$ cat src/rtl/subrange_pkg.sv
package subrange_pkg;
    typedef enum logic [1:0] {
        ST_TRACK   = 2'd0,
        ST_ARMED   = 2'd1,
        ST_CONV    = 2'd2,
        ST_RELEASE = 2'd3
    } seq_st_e;
endpackage

$ cat src/rtl/thermo_count.sv
module thermo_count #(
    parameter int IN_W  = 15,
    parameter int OUT_W = 4
) (
    input  logic [IN_W-1:0]  therm,
    output logic [OUT_W-1:0] count
);
    always_comb begin
        count = '0;
        for (int i = 0; i < IN_W; i++) begin
            count = count + OUT_W'(therm[i]);
        end
    end
endmodule

$ cat src/rtl/start_edge.sv
module start_edge (
    input  logic clk,
    input  logic rst_n,
    input  logic start_n,
    output logic fall,
    output logic rise
);
    logic prev_q;

    always_ff @(posedge clk or negedge rst_n) begin
        if (!rst_n) prev_q <= 1'b1;
        else        prev_q <= start_n;
    end

    assign fall = prev_q & ~start_n;
    assign rise = ~prev_q & start_n;
endmodule

$ cat src/rtl/subrange_seq.sv
module subrange_seq #(
    parameter int PASS_BITS  = 4,
    parameter int NUM_PASSES = 3,
    parameter int SETTLE_CYC = 2
) (
    input  logic                                clk,
    input  logic                                rst_n,
    input  logic                                convst_n,
    input  logic [(2**PASS_BITS)-2:0]           cmp_word,
    output logic                                hold,
    output logic                                busy,
    output logic [$clog2(NUM_PASSES)-1:0]       pass_idx,
    output logic [PASS_BITS*(NUM_PASSES-1)-1:0] seg_sel,
    output logic [PASS_BITS*NUM_PASSES-1:0]     data_out
);
    import subrange_pkg::*;

    localparam int CMP_W  = (2**PASS_BITS) - 1;
    localparam int RES_W  = PASS_BITS * NUM_PASSES;
    localparam int PASS_W = $clog2(NUM_PASSES);
    localparam int CNT_W  = $clog2(SETTLE_CYC + 2);
    localparam logic [PASS_W-1:0] LAST_PASS = PASS_W'(NUM_PASSES - 1);

    typedef struct packed {
        seq_st_e           st;
        logic [PASS_W-1:0] pass;
        logic [CNT_W-1:0]  cnt;
        logic [RES_W-1:0]  acc;
        logic [RES_W-1:0]  data;
        logic              busy;
        logic              hold;
    } seq_t;

    seq_t cur_q, nxt_d;

    logic start_fall, start_rise;
    logic [PASS_BITS-1:0] nib;
    logic [RES_W-1:0] placed;
    int unsigned shamt;

    start_edge u_edge (
        .clk     (clk),
        .rst_n   (rst_n),
        .start_n (convst_n),
        .fall    (start_fall),
        .rise    (start_rise)
    );

    thermo_count #(.IN_W(CMP_W), .OUT_W(PASS_BITS)) u_count (
        .therm (cmp_word),
        .count (nib)
    );

    always_comb begin
        shamt  = (NUM_PASSES - 1 - int'(cur_q.pass)) * PASS_BITS;
        placed = {{(RES_W-PASS_BITS){1'b0}}, nib} << shamt;
        nxt_d  = cur_q;
        case (cur_q.st)
            ST_TRACK: begin
                nxt_d.hold = 1'b0;
                if (start_fall) begin
                    nxt_d.hold = 1'b1;
                    nxt_d.st   = ST_ARMED;
                end
            end
            ST_ARMED: begin
                if (start_rise) begin
                    nxt_d.st   = ST_CONV;
                    nxt_d.busy = 1'b0;
                    nxt_d.pass = '0;
                    nxt_d.cnt  = CNT_W'(SETTLE_CYC);
                    nxt_d.acc  = '0;
                end
            end
            ST_CONV: begin
                if (cur_q.cnt != '0) begin
                    nxt_d.cnt = cur_q.cnt - CNT_W'(1);
                end else begin
                    nxt_d.acc = cur_q.acc | placed;
                    if (cur_q.pass == LAST_PASS) begin
                        nxt_d.busy = 1'b1;
                        nxt_d.data = cur_q.acc | placed;
                        nxt_d.st   = ST_RELEASE;
                    end else begin
                        nxt_d.pass = cur_q.pass + PASS_W'(1);
                        nxt_d.cnt  = CNT_W'(SETTLE_CYC);
                    end
                end
            end
            default: begin
                nxt_d.hold = 1'b0;
                nxt_d.st   = ST_TRACK;
            end
        endcase
    end

    always_ff @(posedge clk or negedge rst_n) begin
        if (!rst_n) begin
            cur_q      <= '0;
            cur_q.busy <= 1'b1;
        end else begin
            cur_q <= nxt_d;
        end
    end

    assign hold     = cur_q.hold;
    assign busy     = cur_q.busy;
    assign pass_idx = cur_q.pass;
    assign seg_sel  = cur_q.acc[RES_W-1:PASS_BITS];
    assign data_out = cur_q.data;
endmodule


$ cat config.mk
export PLATFORM = sky130hd
export DESIGN_NAME = subrange_seq
export DESIGN_NICKNAME = d
export VERILOG_FILES = /design/src/rtl/subrange_pkg.sv /design/src/rtl/thermo_count.sv /design/src/rtl/start_edge.sv /design/src/rtl/subrange_seq.sv
export SDC_FILE = /design/constraint.sdc
export NUM_CORES = 1
export LEC_CHECK = 0
export ABC_AREA = 0
export BUFFER_PORTS_ARGS = -buffer_cell sky130_fd_sc_hd__buf_4
export CORE_UTILIZATION = 45
export DETAILED_ROUTE_END_ITERATION = 16
export PLACE_DENSITY = 0.78
export SYNTH_ARGS = -nofsm -noshare
export SYNTH_HDL_FRONTEND = slang
export SYNTH_HIERARCHICAL = 1
export SYNTH_SLANG_ARGS = --single-unit
$ cat constraint.sdc
create_clock -name clk -period 4.15 [get_ports clk]
set_input_delay 0.83 -clock clk [delete_from_list [all_inputs] [get_ports clk]]
set_output_delay 0.83 -clock clk [all_outputs]
set_load 0.01 [all_outputs]
After elaboration in Yosys (flattened, before gate mapping). Cells that the tools add are included.

Register bits: 33. Bits in latches: 0. RAM bits: 0. Bits in read-only memories: 0. Bits of input ports: 18. Output and inout port bits: 24. Logic and storage cells: 65. Memories kept: 0.

$add $sub $neg: 17. Multiply operators: 0. Div/mod/pow operators: 0. $lt $le $gt $ge: 0. Equal/unequal tests: 9. Shifts and indexed selects: 1. Muxes and demuxes: 14. Bitwise operators: 6. Reduce and logical (&&, ||, !) cells: 10.

Operators with widths (count): $add 4x1->4 (13); $pmux 16 s2 (1); $shl 4x32->12 (1); $mux 25 (1); $mux 18 (1); $mux 13 (1); $or 12x12->12 (1); $reduce_and 4->1 (3); $ne 2x2->1 const B (5); $reduce_and 3->1 (3); $mux 4 (2); $mux 2 (3); $pmux 2 s3 (1); $eq 2x2->1 const B (2); $pmux 1 s2 (2); $reduce_bool 2->1 (2); $ne 3x3->1 const B (1); $not 1->1 (3); $sub 2x2->3 const A (1); $add 1x1->2 (1); $add 2x1->2 const B (1); $and 1x1->1 (2); $eq 2x1->1 const B (1); $logic_not 2->1 (1); 3 further kinds (4).

Longest topological paths before layout.
Depth in word-level cells: 19. Mapped depth: 12. Depth with buffers taken out: 12.

Cells and area by module. Netlist, hierarchy kept.

By module, submodules not included: subrange_seq (times used 1, cells each 165, area an instance 1707.9 µm², sequential area each 802.0 µm²); thermo_count (times used 1, cells each 36, area an instance 325.3 µm², sequential area each 0.0 µm²); start_edge (times used 1, cells each 3, area an instance 41.3 µm², sequential area each 26.3 µm²).

Least setup slack after synthesis. OpenSTA, ideal clock, no wires.

Path type: input port to flip-flop. From: input port cmp_word[0]. To: register cur_q, in the netlist data_out[6]. Library setup time: 83 ps. Arrival: 4135 ps. Data required time: 4067 ps. Setup slack: -67 ps. Stages: 11. Buffers on the path: 0. Cell sequence: inv_1 -> fa_1 -> fa_1 -> fa_1 -> fa_1 -> fa_1 -> fa_1 -> xnor2_1 -> nor2b_1 -> a21oi_1 -> o21ai_0.

Word-level cells in the longest chain between the ends: 16.

RTL lines: start, declared (RTL line subrange_seq.sv:9) `input logic [(2**PASS_BITS)-2:0] cmp_word,`; $add 1x1->2 (RTL line thermo_count.sv:11) `count = count + OUT_W'(therm[i]);`; $add 4x1->4 (13 in series) (RTL line thermo_count.sv:11); via nib[2] (RTL line subrange_seq.sv:37) `logic [PASS_BITS-1:0] nib;`; $shl 4x32->12 (RTL line subrange_seq.sv:56) `placed = {{(RES_W-PASS_BITS){1'b0}}, nib} << shamt;`; $or 12x12->12 (RTL line subrange_seq.sv:82) `nxt_d.data = cur_q.acc | placed;`; end signal, assigned (RTL line subrange_seq.sv:102) `cur_q <= nxt_d;`; end, declared (RTL line subrange_seq.sv:34) `seq_t cur_q, nxt_d;`.

The timed path passes the listed nets, and every way through them passes these cells. A chain may end at the register's enable or synchronous reset.

Final worst setup path.
From: input port cmp_word[5]. To: register cur_q, in the netlist data_out[10].

Word-level cells in the longest chain between the ends: 12.

RTL lines (RTL line): $add 4x1->4 (10 in series) (thermo_count.sv:11); via nib[2] (subrange_seq.sv:37); $shl 4x32->12 (subrange_seq.sv:56); $or 12x12->12 (subrange_seq.sv:82).

The timed path passes the listed nets, and every way through them passes these cells.

==> implementation parameters <==
Parameter                              Value

Status
  Result of the run ... finished, final reports clean

Layout
  Diodes inserted ... 0
  Final Cell Area ... between 2000 and 2500 um^2
  Layout net count ... 264
  Most common cell after layout, fill and taps aside ... buf_4
  Post-Layout Cell Count ... approximately 280
  Layout cell share with drive strength beyond 1 ... roughly 29%
  Area growth from synthesis to final layout ... 16.0%
  Commonest cells after routing, fill and taps aside ... buf_4, dfrtp_1, inv_1

Timing
  Count of pins over their slew limit ... 0
  Actual slew at the worst max-slew pin ... approximately 0.57 ns
  Final setup viols ... 0
  Final Hold Slack ... approximately 0.48 ns
  Final worst path period share ... about 100%
  Fmax ... around 240 MHz
  Count of endpoints failing hold in the final timing report ... 0
  RSZ-0062 raised after global routing ... true
  Final period demand of the worst path ... 4.13 ns
  Maximum clock skew at final layout ... 0.00241 ns
  Max-slew headroom at the worst pin ... 62.2%
  Post-layout worst setup margin ... approximately 0.019 ns

Global route
  Pin count of the biggest net entering global routing ... 34
  Initial antenna violation count ... 0
  First-pass GRT wire length ... just under 7 mm
  Leftover overflow at the end of global routing ... 0
  Vias in the first global route ... roughly 1500
  Global-route total usage across every layer ... 17.7%

Synth
  Share of synthesized registers carrying an async set or reset ... 100%
  Count of flip-flops with a built-in enable after synthesis ... 0
  Most used DFF post-synth ... dfrtp_1
  Instance count of the mapped netlist ... 204
  Sequential element share of the synthesized area ... 39.9%
  Per-instance average area after synthesis ... 10.2 um^2
  Area of the mapped netlist ... 2070 um^2
  Number of storage elements in the synthesis netlist ... 33
  Net count of the mapped netlist ... approximately 240
  YS warnings ... 6
  Count of distinct cell types in the synthesized netlist ... 37

Pwr
  Lkg Pwr ... 1.19 nW
  Power, Total ... 1.72 mW
  Power density over cell area ... 713 nW/um^2
  Worst vdd rail ir drop ... 0.250 mV

Drt
  First-pass iteration count of the detailed router ... 4
  Violation count after the first detailed-route iteration ... 110
  Via Count ... 1463
  Post-detailed-route wirelength per cell ... approximately 15 um
  Remaining antenna violation count after routing ... 0
  Vias per cell ... 5.24
  Aggregate routed wire length ... just over 4 mm
  DRC errors left ... 0

Worst hold path
  Class of the tightest hold or removal check ... in2async

Place
  Detailed Place HPWL ... 2.98 mm
  Placed standard-cell area ... around 2300 um^2
  Placed cells ... between 200 and 300
  Worst setup slack before clock tree synthesis ... -0.261 ns
  Final GP Congestion ... 0.784
  Number of port buffers ... 41

Die
  Die area ... between 4000 and 5000 um^2
  Effective utilization at floorplan ... 47.3%
  Top-Level Pins ... 42
  Die height ... 69.9 um
  Standard-cell row count ... 24
  Core ar. ... 4380 um^2
  Chip width ... around 70 um

Clock network
  Clock-pin slew on the worst setup and hold paths ... 0.07 ns
  Number of hold-repair buffers added at the cts stage ... 0
  Latest clock arrival within the worst-skew pair ... 0.28 ns
  Sinks on Clock Net ... 33
  H-Tree Depth ... 2
  Buffer cell driving the clock tree root ... clkbuf_8
  CTS tree ... built
  Number of buffers created by CTS ... 5
  CTS Buffer Depth ... 2

Job
  MaxCap Viol Count ... 0

Worst setup path
  Category of the most critical setup path ... in2reg
  Data arrival, critical path ... around 4.3 ns
  R2R Setup Slk ... 2.13 ns
  Worst flop-to-flop path startpoint ... cur_q[30]
  Largest fanout of any net on the critical path ... 3
  Startpoint class of the critical path ... input pin
  Crit end category ... flip-flop
  Capture instance of the worst register-to-register path ... cur_q[26]
  Worst path required time ... 4.34 ns
  Worst r2r path cells ... 5
[timing repair]
| action | 4_1_cts | 5_1_grt |
|---|---|---|
| cloned | 0 | 0 |
| hold endpoints to repair | 0 | 0 |
| pin swaps | 0 | 5 |
| resized for setup | 2 | 6 |
| setup buffers | 0 | 1 |
| setup endpoints to repair | 3 | 6 |
[through the flow]
step / util (%) / setup TNS (ns)
CTS: 54.5 / 0
global placement: 51.6 / -1.17
floorplan: - / 0
detailed placement: 51.6 / -1.50
global route: 54.9 / -0.234
finish: 54.9 / 0
[worst max-delay path, cell delays in order]
cell	delay (ns)
buf_6	0.09
fa_1	0.54
inv_2	0.04
fa_1	0.45
fa_1	0.53
fa_1	0.43
fa_2	0.36
fa_2	0.36
xnor2_2	0.21
nor2b_4	0.22
a21oi_2	0.08
o21ai_1	0.17
[layer usage]
layer	vias up	global-route usage, %	part of all wire (%)
li1	703	-	-
met1	719	23.4	45
met2	34	29.2	50
met3	7	3.61	3.3
met4	0	5.78	2.1
met5	-	0	0
[worst max path at each step]
stage	from	to	cells past startpoint
4_1_cts	cmp_word[5]	data_out[10]	12
5_1_grt	cmp_word[5]	data_out[10]	12
6_report	cmp_word[5]	data_out[10]	12
2_1_floorplan	cmp_word[0]	data_out[6]	11
3_5_place_dp	cmp_word[5]	data_out[2]	12
3_3_place_gp	cmp_word[5]	data_out[2]	12
[final cells by class]
class,instances,area (um^2)
Clock buffer,5,68.8
Clock inverter,3,46.3
Fill cell,390,1980
Inverter,26,97.6
Multi-Input combinational cell,118,982
Sequential cell,33,828
Tap cell,52,65.1
Timing Repair Buffer,42,319
[Yosys cell counts, types with 5 or more instances]
master / n / area [um^2]
buf_4: 22 / 165
dfrtp_1: 31 / 776
ha_1: 10 / 125
o21ai_0: 8 / 40.0
nand2b_1: 5 / 31.3
inv_1: 26 / 97.6
o2bb2ai_1: 13 / 114
nand2_1: 16 / 60.1
a21oi_1: 13 / 65.1
fa_1: 10 / 200
nor2b_1: 7 / 43.8
o21ai_1: 5 / 25.0
[registers in the layout (all words and copies together), names as in the netlist]
| signal | count |
|---|---|
| busy | 1 |
| cur_q | 8 |
| data_out | 12 |
| hold | 1 |
| pass_idx | 2 |
| seg_sel | 8 |
| u_edge/prev_q | 1 |
[power by group]
part / switching (mW) / internal [mW] / leakage (nW) / total [mW]
logic: 0.522 / 0.416 / 0.748 / 0.938
registers: 0.0687 / 0.407 / 0.391 / 0.476
clock network: 0.122 / 0.180 / 0.0543 / 0.302
[kinds of logic (layout without fill, tap and decap cells)]
group / count (synthesis) / count (layout) / share of synthesized area, %
compound gates: 46 / 46 / 15.3
xor+xnor: 1 / 1 / 0.422
fa+ha+maj: 20 / 20 / 15.7
buf+inv: 53 / 76 / 13.9
flops: 33 / 33 / 39.9
mux: 2 / 2 / 1.21
simple gates: 49 / 49 / 13.6
(Power assumes the default switching activity.)
